`src/rtl/serial_disp_tx_pkg.sv`:
```
package serial_disp_tx_pkg;

  typedef enum logic [1:0] {
    ST_IDLE = 2'd0,
    ST_WAIT = 2'd1,
    ST_LOW  = 2'd2,
    ST_HIGH = 2'd3
  } tx_state_e;

  // Cycles per serial clock phase; a zero setting behaves as one.
  function automatic logic [15:0] phase_ticks(input logic [15:0] setting);
    return (setting == 16'd0) ? 16'd1 : setting;
  endfunction

  // Bytes a frame carries: none for a zero request, one for a command.
  function automatic logic [15:0] frame_len(input logic data_mode,
                                            input logic [15:0] request);
    if (request == 16'd0) return 16'd0;
    if (!data_mode)       return 16'd1;
    return request;
  endfunction

endpackage

```
`src/rtl/serial_disp_tx_phase.sv`:
```
module serial_disp_tx_phase #(
  parameter int DIV_W = 8
) (
  input  logic             clk,
  input  logic             rst_n,
  input  logic             run,
  input  logic [DIV_W-1:0] ticks,
  output logic             phase_end
);

  logic [DIV_W-1:0] cnt;

  assign phase_end = run && (cnt == ticks - DIV_W'(1));

  always_ff @(posedge clk or negedge rst_n) begin
    if (!rst_n) begin
      cnt <= '0;
    end else if (!run || phase_end) begin
      cnt <= '0;
    end else begin
      cnt <= cnt + DIV_W'(1);
    end
  end

endmodule

```
`src/rtl/serial_disp_tx_shifter.sv`:
```
module serial_disp_tx_shifter #(
  parameter int BYTE_W = 8
) (
  input  logic              clk,
  input  logic              rst_n,
  input  logic              preset,
  input  logic              load,
  input  logic              shift,
  input  logic [BYTE_W-1:0] din,
  output logic              msb,
  output logic              last_bit
);

  localparam int IDX_W = (BYTE_W > 1) ? $clog2(BYTE_W) : 1;
  localparam logic [IDX_W-1:0] LAST_IDX = IDX_W'(BYTE_W - 1);

  logic [BYTE_W-1:0] shreg;
  logic [IDX_W-1:0]  bit_idx;

  assign msb      = shreg[BYTE_W-1];
  assign last_bit = (bit_idx == LAST_IDX);

  always_ff @(posedge clk or negedge rst_n) begin
    if (!rst_n) begin
      shreg   <= '1;
      bit_idx <= '0;
    end else if (preset) begin
      shreg   <= '1;
      bit_idx <= '0;
    end else if (load) begin
      shreg   <= din;
      bit_idx <= '0;
    end else if (shift) begin
      shreg   <= {shreg[BYTE_W-2:0], 1'b1};
      bit_idx <= bit_idx + IDX_W'(1);
    end
  end

endmodule

```
`src/rtl/serial_disp_tx.sv`:
```
module serial_disp_tx
  import serial_disp_tx_pkg::*;
#(
  parameter int DIV_W  = 8,
  parameter int CNT_W  = 8,
  parameter int BYTE_W = 8
) (
  input  logic              clk,
  input  logic              rst_n,
  input  logic              start,
  input  logic              is_data,
  input  logic [CNT_W-1:0]  byte_count,
  input  logic [DIV_W-1:0]  half_period,
  input  logic              in_valid,
  input  logic [BYTE_W-1:0] in_data,
  output logic              in_ready,
  output logic              busy,
  output logic              lcd_cs_n,
  output logic              lcd_dc,
  output logic              lcd_sck,
  output logic              lcd_sdo
);

  tx_state_e        state;
  logic [CNT_W-1:0] left;
  logic             mode_r;
  logic [DIV_W-1:0] ticks_r;

  logic [CNT_W-1:0] req_len;
  logic             launch;
  logic             byte_take;
  logic             phase_end;
  logic             bit_last;
  logic             cur_msb;
  logic             frame_last;
  logic             next_bit;
  logic             byte_done;
  logic             frame_done;
  logic             timer_run;

  assign req_len    = CNT_W'(frame_len(is_data, 16'(byte_count)));
  assign launch     = start && (state == ST_IDLE) && (req_len != '0);
  assign in_ready   = (state == ST_WAIT);
  assign byte_take  = in_valid && in_ready;
  assign timer_run  = (state == ST_LOW) || (state == ST_HIGH);
  assign frame_last = (left == CNT_W'(1));
  assign next_bit   = (state == ST_HIGH) && phase_end && !bit_last;
  assign byte_done  = (state == ST_HIGH) && phase_end && bit_last;
  assign frame_done = byte_done && frame_last;

  serial_disp_tx_phase #(.DIV_W(DIV_W)) u_phase (
    .clk       (clk),
    .rst_n     (rst_n),
    .run       (timer_run),
    .ticks     (ticks_r),
    .phase_end (phase_end)
  );

  serial_disp_tx_shifter #(.BYTE_W(BYTE_W)) u_shift (
    .clk      (clk),
    .rst_n    (rst_n),
    .preset   (launch),
    .load     (byte_take),
    .shift    (next_bit),
    .din      (in_data),
    .msb      (cur_msb),
    .last_bit (bit_last)
  );

  always_ff @(posedge clk or negedge rst_n) begin
    if (!rst_n) begin
      state   <= ST_IDLE;
      left    <= '0;
      mode_r  <= 1'b1;
      ticks_r <= DIV_W'(1);
    end else begin
      unique case (state)
        ST_IDLE: if (launch) begin
          state   <= ST_WAIT;
          left    <= req_len;
          mode_r  <= is_data;
          ticks_r <= DIV_W'(phase_ticks(16'(half_period)));
        end
        ST_WAIT: if (byte_take) state <= ST_LOW;
        ST_LOW:  if (phase_end) state <= ST_HIGH;
        ST_HIGH: if (phase_end) begin
          if (!bit_last) begin
            state <= ST_LOW;
          end else if (frame_done) begin
            state <= ST_IDLE;
            left  <= '0;
          end else begin
            state <= ST_WAIT;
            left  <= left - CNT_W'(1);
          end
        end
        default: state <= ST_IDLE;
      endcase
    end
  end

  assign busy     = (state != ST_IDLE);
  assign lcd_cs_n = (state == ST_IDLE);
  assign lcd_sck  = (state == ST_IDLE) || (state == ST_HIGH);
  assign lcd_sdo  = (state == ST_IDLE) ? 1'b1 : cur_msb;
  assign lcd_dc   = (state == ST_IDLE) ? 1'b1 : mode_r;

endmodule

```
`config.mk`:
```
export PLATFORM = sky130hd
export DESIGN_NAME = serial_disp_tx
export DESIGN_NICKNAME = d
export VERILOG_FILES = /design/src/rtl/serial_disp_tx_pkg.sv /design/src/rtl/serial_disp_tx_phase.sv /design/src/rtl/serial_disp_tx_shifter.sv /design/src/rtl/serial_disp_tx.sv
export SDC_FILE = /design/constraint.sdc
export NUM_CORES = 1
export LEC_CHECK = 0
export BUFFER_PORTS_ARGS = -buffer_cell sky130_fd_sc_hd__buf_2
export CAP_MARGIN = 25
export CORE_UTILIZATION = 51
export CTS_BUF_LIST = sky130_fd_sc_hd__clkbuf_2
export DETAILED_ROUTE_END_ITERATION = 8
export HOLD_SLACK_MARGIN = 0.08
export PLACE_DENSITY = 0.74
export SLEW_MARGIN = 40
export SYNTH_ARGS = -nofsm -noshare
export SYNTH_HDL_FRONTEND = slang
export SYNTH_HIERARCHICAL = 1
export SYNTH_SLANG_ARGS = --single-unit
```
`constraint.sdc`:
```
create_clock -name clk -period 2.68 [get_ports clk]
set_input_delay 0 -clock clk [delete_from_list [all_inputs] [get_ports clk]]
set_output_delay 0 -clock clk [all_outputs]
set_load 0.02 [all_outputs]
```
# After elaboration in Yosys (flattened, before gate mapping)
# Index checks and enable logic that the tools add are counted.
# W data, S select, Z words.
# word_totals
ff_bits	38
latchBits	0
mem_bits_rw	0
mem_bits_ro	0
in_bits	29
memories	0
# op_classes
addsub	4
n_mul	0
n_div	0
magnitude_cmp	0
n_eq_ne	11
shift	0
muxes	29
bitwise	0
n_reduce_logical	23
# ops
cell	count
$mux W8	13
$logic_not A8 Y1	2
$pmux W8 S2	1
$sub A8 B1 Y8 const B	2
$mux W2	5
$mux W3	3
$add A8 B1 Y8 const B	1
$eq A8 B1 Y1 const B	1
$eq A8 B8 Y1	1
$logic_and A1 B1 Y1	8
$pmux W2 S4	1
$reduce_and A4 Y1	2
$reduce_bool A8 Y1	1
$mux W1	6
$ne A2 B2 Y1 const B	3
$eq A2 B2 Y1 const B	2
$ne A2 B1 Y1 const B	2
$reduce_bool A2 Y1	2
$add A3 B1 Y3 const B	1
$eq A3 B3 Y1 const B	1
$logic_or A1 B1 Y1	3
$reduce_bool A3 Y1	1
$eq A2 B1 Y1 const B	1
$logic_not A1 Y1	2
2 further kinds	2

# Longest topological paths before layout
# depth
ltp_word	10
depth_mapped	13

# Modules after synthesis
# Netlist, hierarchy kept.
# modules_own_cells
mod	n_inst	cells_per_inst	area_per_inst_um2	seq_area_each_um2
serial_disp_tx	1	124	1211.2	478.0
serial_disp_tx_phase	1	77	701.9	200.2
serial_disp_tx_shifter	1	40	529.3	285.3

# Least setup slack after synthesis
# No wires, ideal clock.
# synth_path
path_kind	flip-flop to flip-flop
start	register ticks_r[0]
end	register left[5]
t_arrival_ns	2.834
t_required_ns	2.551
slack_ns	-0.284
stages_incl_launch_ff	14
n_path_buf	2
cell_sequence	dfstp_2 inv_1 ha_1 clkbuf_2 nand2b_1 nand3_1 o21ai_1 a2111oi_4 and3_1 and4b_1 a31oi_1 clkbuf_1 a221oi_1 o22ai_1
# synth_via
elab_chain_len	10
elab_cells_between_ends	12
cone_classes	1 x add/sub; 2 x eq/ne; 4 x mux; 5 x reduce/logical
# synth_lines
element	line_no	text
start: declaration	serial_disp_tx.sv:27	logic [DIV_W-1:0] ticks_r;
start signal: assignment	serial_disp_tx.sv:82	ticks_r <= DIV_W'(phase_ticks(16'(half_period)));
$sub A8 B1 Y8 (*)	serial_disp_tx_phase.sv:13	assign phase_end = run && (cnt == ticks - DIV_W'(1));
$eq A8 B8 Y1 (*)	serial_disp_tx_phase.sv:13	
$logic_and A1 B1 Y1 (*)	serial_disp_tx_phase.sv:13	
net phase_end	serial_disp_tx.sv:32	logic phase_end;
$logic_and A1 B1 Y1 (2 in series)	serial_disp_tx.sv:48	assign byte_done = (state == ST_HIGH) && phase_end && bit_last;
$logic_and A1 B1 Y1	serial_disp_tx.sv:49	assign frame_done = byte_done && frame_last;
$mux W8	serial_disp_tx.sv:89	end else if (frame_done) begin
$mux W8	serial_disp_tx.sv:87	if (!bit_last) begin
$mux W8	serial_disp_tx.sv:86	ST_HIGH: if (phase_end) begin
$pmux W8 S2	serial_disp_tx.sv:77	unique case (state)
end signal: assignment	serial_disp_tx.sv:80	left <= req_len;
end signal: assignment	serial_disp_tx.sv:94	left <= left - CNT_W'(1);
end: declaration	serial_disp_tx.sv:25	logic [CNT_W-1:0] left;
# Mark *: on every way through the listed nets, which the timed path passes. The rest lies on a longest branch. The select of a mux whose other input is x is not followed.
# A chain may end at the register's enable or synchronous reset.

# Worst setup path after layout
# layout_path
start	register ticks_r[0]
end	register left[2]
# Same word-level chain as after synthesis.

==> impl_metrics.json <==
{
  "critPathSlowestCell": "dfstp_2",
  "clockBufferDepth": 2,
  "gp_congestion": 0.944,
  "reg2reg_to": "left[2]",
  "setup_viol": 1,
  "use_met3_pct": 4.56,
  "synth-simple-area-share_pct": 15.4,
  "grt_pass1_vias": 2154,
  "num_io_pins": 35,
  "synth_top_cell_area_share_pct": 28.7,
  "path_delay_family": "compound AO/OA/AOI/OAI gates",
  "avgSynthCellArea_um2": 10.1,
  "finalCritPeriodShare_pct": 102,
  "path_max_fanout": 8,
  "port-buffer-count": 34,
  "use_met1_pct": 33.5,
  "fmax_mhz": 365,
  "cts_tree": "done",
  "drive_above_1_share_pct": 37.3,
  "globalRouteTotalUtil_pct": 25.5,
  "fin_nets": 362,
  "synthFlopType": "dfrtp_1",
  "clock_latency_ns": 0.39,
  "status": "finished, violations left",
  "grt_max_degree": 32,
  "hp-class": "input pin to flop",
  "syn-num-nets": 280,
  "rsz0062_at_grt": "true",
  "tightest_slew_ns": 0.890,
  "reg2reg_depth": 11,
  "synth_top_family_by_area": "compound AO/OA/AOI/OAI gates",
  "worstPathArrival_ns": 3.04,
  "die_w_um": 71.2,
  "yosysSeqAreaShare_pct": 39.4,
  "synthAdderAreaFrac_pct": 5.12,
  "critPathMaxStageDelay_ns": 0.58,
  "drt_iter0_markers": 117,
  "netlist_area_um2": 2440,
  "drc": 2,
  "rrSetupSlack_ns": -0.06,
  "slew_viol_final": 0,
  "drv_cap": 0,
  "holdWs_ns": 0.364,
  "required_ns": 2.98,
  "ys_ff_latch": 38,
  "async_flop_share_pct": 100,
  "wl_per_cell_um": 16.1,
  "synth_area_leaders": "dfrtp_1 29%, dfstp_2 11%, ha_1 5.1%, mux2i_1 3.7%, mux2_2 3.2%",
  "wl_mm": 6.07,
  "end_kind": "flop",
  "path_cells": "inv_2, ha_4, xor2_2, nand3_2, a2111oi_4, and3_4, and4b_2, a31oi_4, buf_6, a221oi_2, o22ai_1",
  "numCtsBuffers": 5,
  "seqCellArea_um2": 963,
  "path_class": "flop to flop",
  "die_area_um2": 5070,
  "synth_compound_gate_area_share_pct": 19.5,
  "num_antenna_cells": 0,
  "post_drt_via_cell_ratio": 5.74,
  "grt_pass1_wl_mm": 10.0,
  "std_cell_rows": 24,
  "dpl_worst_slack_ns": -0.0266,
  "power_density_nw_per_um2": 310,
  "synth_xor_area_share_pct": 7.07,
  "hold_path_end": "u_shift/shreg[1]",
  "fillers": 332,
  "ys_warn_count": 6,
  "fin_skew_ns": 0.0134,
  "critPathLaunchType": "flop",
  "syn_to_final_growth_pct": 35.8,
  "ir_drop_v": 0.000197,
  "synth.top_cells.by_count": "28 x dfrtp_1, 20 x inv_1, 15 x nand2_1, 13 x a21oi_1",
  "yosysMostFrequentCell": "dfrtp_1",
  "hold_viol": 0,
  "vias": 2158,
  "start_util_pct": 54.6,
  "synth_cell_types": 56,
  "multi_input_area_um2": 1510,
  "cts.sinks": 38,
  "clk_pin_slew_worst_paths_ns": 0.21,
  "min_from": "in_data[1]",
  "first_pass_iters": 6,
  "syn_inst": 241,
  "ctsHtreeMaxLevel": 2,
  "final.min_clock_period_ns": 2.74,
  "dp_hpwl_mm": 3.89,
  "violations": "design-rule violations, negative setup slack",
  "p_leak_uw": 0.00147,
  "antenna_found_initial": 0,
  "synth_mux_area_share_pct": 8.15,
  "fin_ws_ns": -0.0614,
  "use_met2_pct": 41.5,
  "die_h_um": 71.2,
  "post-route-util_pct": 74.1,
  "root_buffer": "clkbuf_2",
  "yosys.area.top_type": "dfrtp_1",
  "fp.coreArea_um2": 4470,
  "busiest_layer": "met2",
  "gr-total-overflow": 0,
  "worst-path-buf-inv": 2,
  "drtAntennaViolNets": 0,
  "whs_path_depth": 3,
  "r2r-start": "ticks_r[0]",
  "synth_edf_count": 0,
  "critPathLaunch": "ticks_r[0]",
  "slew_headroom_pct": 40.1
}
-- worst reg2reg max path, cell delays in order (launching register included) --
cell and delay [ns]:
dfstp_2 0.58, inv_2 0.04, ha_4 0.26, xor2_2 0.16
nand3_2 0.11, a2111oi_4 0.30, and3_4 0.23, and4b_2 0.26
a31oi_4 0.11, buf_6 0.19, a221oi_2 0.28, o22ai_1 0.12
-- how the worst max path moves through the flow --
stage / end / slack [ns] / depth (start not counted)
5_1_grt: left[2] / -0.16 / 11
2_1_floorplan: left[5] / -0.16 / 13
3_3_place_gp: left[1] / 0.07 / 12
3_5_place_dp: left[5] / -0.03 / 12
6_report: left[2] / -0.06 / 11
4_1_cts: left[5] / 0.02 / 11
-- kinds of logic (layout without fill, tap and decap cells) --
family,Yosys count,after routing
AO/OA/AOI/OAI,60,60
XOR/XNOR,18,18
adder cells (fa/ha/maj),10,10
buffers and inverters,29,112
flip-flops,38,38
multiplexers,18,18
AND/OR/NAND/NOR,68,68
-- routing by layer --
metal | vias to the layer above | routed length (um)
met2 | 65 | 2970
li1 | 1040 | -
met4 | 0 | 143
met5 | - | 0
met3 | 14 | 241
met1 | 1039 | 2710
-- where the power goes --
group,total [uW],internal (uW),leakage (uW),switching [uW]
sequential,583,579,0.000439,4.23
combinational,92.2,52.1,0.000987,40.1
clock,353,155,0.0000427,198
total,1030,786,0.00147,243
-- flip-flops by register name, indices dropped and copies added, names as in the netlist --
register and flops:
u_shift/bit_idx 3, ticks_r 8, mode_r 1, state 2, u_phase/cnt 8, u_shift/shreg 8
left 8
-- repair_timing --
| item | 4_1_cts | 5_1_grt |
|---|---|---|
| cloned | 0 | 0 |
| hold buffers | 30 | 0 |
| gates resized for setup | 1 | 18 |
| endpoints found under the setup margin | 5 | 10 |
| pin swaps | 0 | 9 |
| endpoints found under the hold margin | 67 | 0 |
| setup buffers | 2 | 3 |
-- cell type report --
| type | instances | area share, % |
|---|---|---|
| clock buffers | 5 | 0.755 |
| clock inverters | 3 | 1.21 |
| inverters | 20 | 2.26 |
| multi-input cells | 174 | 45.5 |
| flip-flops and latches | 38 | 29.1 |
| well taps | 52 | 1.96 |
| repair buffers | 84 | 19.3 |
-- cell usage in the layout (no fill, tap or decap), types with 7 or more instances in the layout --
master / netlist / final
nor2_1: 9 / 9
mux2_2: 7 / 7
dfrtp_1: 28 / 28
nand3_1: 9 / 8
a21oi_1: 13 / 12
dlygate4sd3_1: 0 / 30
inv_1: 20 / 18
buf_4: 1 / 19
ha_1: 10 / 9
nand2_1: 15 / 15
buf_2: 0 / 33
dfstp_2: 10 / 10
mux2i_1: 9 / 9
xnor2_1: 9 / 8
-- per-stage QoR --
stage | instances | setup TNS (ns) | total power, uW | instance area, um2
after floorplan | 241 | -1.04 | 606 | 2510
after global placement | 333 | 0 | 646 | 2810
after detailed placement | 333 | -0.0651 | 647 | 2810
after CTS | 373 | 0 | 1030 | 3200
after global routing | 376 | -0.581 | 1070 | 3320
final | 376 | -0.0614 | 1030 | 3320
Power figures use the tool's default switching activity.
